`src/rtl/btt_pkg.sv`:
```
package btt_pkg;
  // Per-cycle transaction events seen by the timing logic
  typedef struct packed {
    logic frame_rise;
    logic data_done;
    logic xfer_end;
  } btt_evt_t;
endpackage

```
`src/rtl/btt_lat_reg.sv`:
```
module btt_lat_reg #(
  parameter int CNT_W = 8
) (
  input  logic             clk,
  input  logic             rst,
  input  logic             wr_en,
  input  logic [CNT_W-1:0] wr_data,
  output logic [CNT_W-1:0] lat_val,
  output logic [CNT_W-1:0] rd_data
);
  always_ff @(posedge clk) begin
    if (rst) begin
      lat_val <= '0;
      rd_data <= '0;
    end else if (wr_en) begin
      lat_val <= wr_data;
      rd_data <= wr_data;
    end else begin
      rd_data <= lat_val;
    end
  end
endmodule

```
`src/rtl/btt_frame_edge.sv`:
```
module btt_frame_edge (
  input  logic clk,
  input  logic rst,
  input  logic frame_act,
  output logic frame_rise
);
  logic frame_q;

  always_ff @(posedge clk) begin
    if (rst) frame_q <= 1'b0;
    else     frame_q <= frame_act;
  end

  assign frame_rise = frame_act & ~frame_q;
endmodule

```
`src/rtl/btt_counter.sv`:
```
module btt_counter #(
  parameter int CNT_W = 8
) (
  input  logic             clk,
  input  logic             rst,
  input  logic             load,
  input  logic             stop,
  input  logic [CNT_W-1:0] load_val,
  output logic             expired
);
  localparam logic [CNT_W-1:0] ZERO = '0;
  localparam logic [CNT_W-1:0] ONE  = {{(CNT_W-1){1'b0}}, 1'b1};

  logic [CNT_W-1:0] cnt;
  logic             running;

  always_ff @(posedge clk) begin
    if (rst) begin
      cnt     <= ZERO;
      running <= 1'b0;
    end else if (load) begin
      cnt     <= load_val;
      running <= 1'b1;
    end else if (stop) begin
      running <= 1'b0;
    end else if (running && cnt != ZERO) begin
      cnt <= cnt - ONE;
    end
  end

  assign expired = running && (cnt == ZERO);
endmodule

```
`src/rtl/btt_term_ctrl.sv`:
```
module btt_term_ctrl
  import btt_pkg::*;
(
  input  logic     clk,
  input  logic     rst,
  input  btt_evt_t evt,
  input  logic     expired,
  output logic     term_req,
  output logic     tenure_stop
);
  assign tenure_stop = evt.xfer_end | (term_req & evt.data_done);

  always_ff @(posedge clk) begin
    if (rst)                                term_req <= 1'b0;
    else if (evt.frame_rise || tenure_stop) term_req <= 1'b0;
    else if (expired)                       term_req <= 1'b1;
  end
endmodule

```
`src/rtl/bus_tenure_timer.sv`:
```
module bus_tenure_timer
  import btt_pkg::*;
#(
  parameter int CNT_W = 8
) (
  input  logic             clk,
  input  logic             rst,
  input  logic             lat_wr_en,
  input  logic [CNT_W-1:0] lat_wr_data,
  output logic [CNT_W-1:0] lat_rd_data,
  input  logic             frame_act,
  input  logic             data_done,
  input  logic             xfer_end,
  output logic             term_req
);
  logic [CNT_W-1:0] lat_val;
  logic             frame_rise;
  logic             expired;
  logic             tenure_stop;
  btt_evt_t         evt;

  btt_lat_reg #(.CNT_W(CNT_W)) u_reg (
    .clk(clk), .rst(rst), .wr_en(lat_wr_en), .wr_data(lat_wr_data),
    .lat_val(lat_val), .rd_data(lat_rd_data)
  );

  btt_frame_edge u_edge (
    .clk(clk), .rst(rst), .frame_act(frame_act), .frame_rise(frame_rise)
  );

  assign evt = '{frame_rise: frame_rise, data_done: data_done, xfer_end: xfer_end};

  btt_counter #(.CNT_W(CNT_W)) u_cnt (
    .clk(clk), .rst(rst), .load(frame_rise), .stop(tenure_stop),
    .load_val(lat_val), .expired(expired)
  );

  btt_term_ctrl u_term (
    .clk(clk), .rst(rst), .evt(evt), .expired(expired),
    .term_req(term_req), .tenure_stop(tenure_stop)
  );
endmodule

```
`config.mk`:
```
export PLATFORM = sky130hd
export DESIGN_NAME = bus_tenure_timer
export DESIGN_NICKNAME = d
export VERILOG_FILES = /design/src/rtl/btt_pkg.sv /design/src/rtl/btt_lat_reg.sv /design/src/rtl/btt_frame_edge.sv /design/src/rtl/btt_counter.sv /design/src/rtl/btt_term_ctrl.sv /design/src/rtl/bus_tenure_timer.sv
export SDC_FILE = /design/constraint.sdc
export NUM_CORES = 1
export LEC_CHECK = 0
export BUFFER_PORTS_ARGS = -buffer_cell sky130_fd_sc_hd__buf_2
export CORE_MARGIN = 1
export CORE_UTILIZATION = 30
export CTS_CLUSTER_SIZE = 25
export DETAILED_ROUTE_END_ITERATION = 12
export MAX_ROUTING_LAYER = met4
export PLACE_DENSITY = 0.55
export SLEW_MARGIN = 30
export SYNTH_ARGS = -nofsm -noshare
export SYNTH_HDL_FRONTEND = slang
export SYNTH_SLANG_ARGS = --single-unit
```
`constraint.sdc`:
```
create_clock -name clk -period 2.3 [get_ports clk]
set_input_delay 0.46 -clock clk [delete_from_list [all_inputs] [get_ports clk]]
set_output_delay 0.46 -clock clk [all_outputs]
set_load 0.05 [all_outputs]
```
==> run metrics <==
outcome completed; synth-to-layout area growth 17.3%; clock buffer count from CTS 3; net count of the finished layout 150; Critical Path AT 1.85 ns; clock-pin slew of the registers on the worst-case setup and hold paths roughly 0.11 ns; largest driver fanout on the critical path 10; # setup viols final 0; period utilisation layout 0.727; number of max-capacitance violations reported 0; worst-case vdd ir drop 0.000387 V; clock tree root buffer cell clkbuf_4; Max H-tree Level 1; core area between 3000 and 4000 um^2; routed len/inst 11.8 um; main flop type after synthesis dfxtp_1; maximum number of pins on one net before global-route repair 20; dominant cells by area after synthesis dfxtp_1, mux2i_1, nor2_1; net count after synthesis around 130; number of gates resized after cts 0; Layout Cells excl Fill 177; number of synthesized register bits 19; Critical Setup Path Class reg -> reg; reported leakage power a little under 0.5 nW; count of mapped cells out of synthesis around 110; final critical delay including setup and external delays 1.67 ns; achievable frequency 598 MHz; Worst Setup Start Kind flop; I/O pins 23; cell taking the most area after synthesis dfxtp_1; fraction of the yosys area taken by sequential cells 0.389; Post-CTS Setup Bufs 0; tightest slew margin relative to the limit 0.639; Finished Cell Area 1150 um^2; initial detailed-routing violation count 21; placed cell count 173; critical path, cell by cell inv_1 -> ha_1 -> and4b_1 -> o311ai_0 -> nand3_1; average via count per standard cell 4.97; Post-synth EDFFs 0; maximum count of clock buffers along a single path 2; number of global-route vias before repair 800; number of antenna violations at the first check in global routing 0; grt total ovfl 0; post-detail-place hpwl 1570 um; Die ar. 3490 um^2; vertical extent of the die 59.1 um; fraction of final layout cells with drive strength greater than 1 0.241; number of fill cells in the layout roughly 330; CTS sink count 19; Post-Route Hold Slack 0.327 ns; hold-fix buffers at CTS 0; Clock Latency Late Sink approximately 0.3 ns; iteration count of the initial detailed-routing pass 5; GPL Wtd Cong around 0.79; Yosys cell types 38; Yosys top cell area share 0.389; Commonest cells post-synth dfxtp_1, nor2_1, mux2i_1; post-route clock skew between 0.005 and 0.006 ns; post-route antenna net violation count 0; category of the worst setup path capture point flop; worst stage delay on the critical path 0.41 ns; GRT Util Overall 0.141; cell area after technology mapping 978 um^2; post-synthesis average cell area 8.66 um^2; Final Hold Violating Endpoints 0; required time at the endpoint of the critical path 2.48 ns; length in cells of the worst reg-to-reg path 5; class of the most critical hold timing path in -> reg; setup slack after placement 0.435 ns; number of I/O port buffers 22; total wirelength of the detailed-routed design 2090 um; worst slew pin tran 0.539 ns; width of the die between 50 and 60 um; PD cells about 840 nW/um^2; final antenna diode count 0; Post-route DRC 0; CP max-delay cell dfxtp_1; max-slew violation total from the final report 0; Syn. warnings 0; setup TNS 0 ns; row count 20; via count 879; starting utilization of the core area 0.318; placed instance area 1110 um^2; first-pass GRT wire length 3640 um; share of synthesized flip-flops with an asynchronous set or reset 0; TritonCTS clock tree built; hold path cells 2; unrepaired setup endpoints after global routing false; final setup slack of the worst path 0.629 ns
-- critical path, delay by kind of cell (launching register included) --
family | cells | cell delay (ns)
buf+inv | 1 | 0.08
simple gates | 2 | 0.43
fa+ha+maj | 1 | 0.25
flops | 1 | 0.41
compound gates | 1 | 0.38
-- through the flow --
step | power (mW) | util
after detailed placement | 0.795 | 0.361
after global placement | 0.796 | 0.361
after global routing | 1.05 | 0.373
final | 0.968 | 0.373
after floorplan | 0.730 | -
after CTS | 0.980 | 0.371
-- layout by cell type, fill, tap and decap left out, types with 2 or more instances in the layout --
cell type | Yosys | final
buf_2 | 2 | 22
nor2_1 | 19 | 19
dfxtp_1 | 19 | 19
mux2i_1 | 8 | 8
nand2_1 | 7 | 7
a21oi_1 | 6 | 6
inv_1 | 5 | 5
o311ai_0 | 3 | 3
o31ai_1 | 3 | 3
a211o_1 | 3 | 3
o21ai_0 | 3 | 3
clkbuf_4 | 0 | 3
nor3_1 | 2 | 2
nand3b_1 | 2 | 2
nand4b_1 | 2 | 2
nand2b_1 | 2 | 2
a31oi_1 | 3 | 2
ha_1 | 2 | 2
-- per-layer routing --
layer / part of all wire / vias up / track usage / wire length (um)
li1: - / 449 / - / -
met1: 0.49 / 403 / 0.194 / 1030
met2: 0.46 / 27 / 0.214 / 953
met3: 0.050 / 0 / 0.0415 / 104
met4: 0 / 0 / 0.0102 / 0
met5: 0 / - / - / 0
-- logic make-up after synthesis --
| family | Yosys count | synth area share |
|---|---|---|
| simple gates | 45 | 0.248 |
| compound gates | 27 | 0.196 |
| flops | 19 | 0.389 |
| buf+inv | 12 | 0.0601 |
| mux | 8 | 0.0818 |
| fa+ha+maj | 2 | 0.0256 |
-- power by group --
part           leakage, nW  switching (mW)  internal, mW
Sequential           0.156          0.0457         0.371
Combinational        0.318           0.224         0.152
Clock               0.0139           0.110        0.0663
-- layout make-up --
class,count,area (um^2),share of cell area
Multi-Input combinational cell,82,546,0.475
Sequential cell,19,380,0.332
Timing Repair Buffer,23,118,0.103
Tap cell,44,55.1,0.0480
Clock buffer,3,22.5,0.0196
Inverter,5,18.8,0.0164
Clock inverter,1,7.51,0.00654
-- state kept, by name (all words and copies together) (netlist names) --
register	flops
u_cnt.running	1
u_term.term_req	1
u_cnt.cnt	8
u_edge.frame_q	1
u_reg.rd_data	8
-- worst paths after layout --
kind | start | endpoint | slack [ns]
max reg2reg | u_cnt.cnt[0] | u_cnt.cnt[4] | 0.63
max | u_cnt.cnt[0] | u_cnt.cnt[4] | 0.63
min | xfer_end | u_term.term_req | 0.33
min reg2reg | u_cnt.cnt[7] | u_cnt.cnt[7] | 0.51
(Power assumes the default switching activity.)
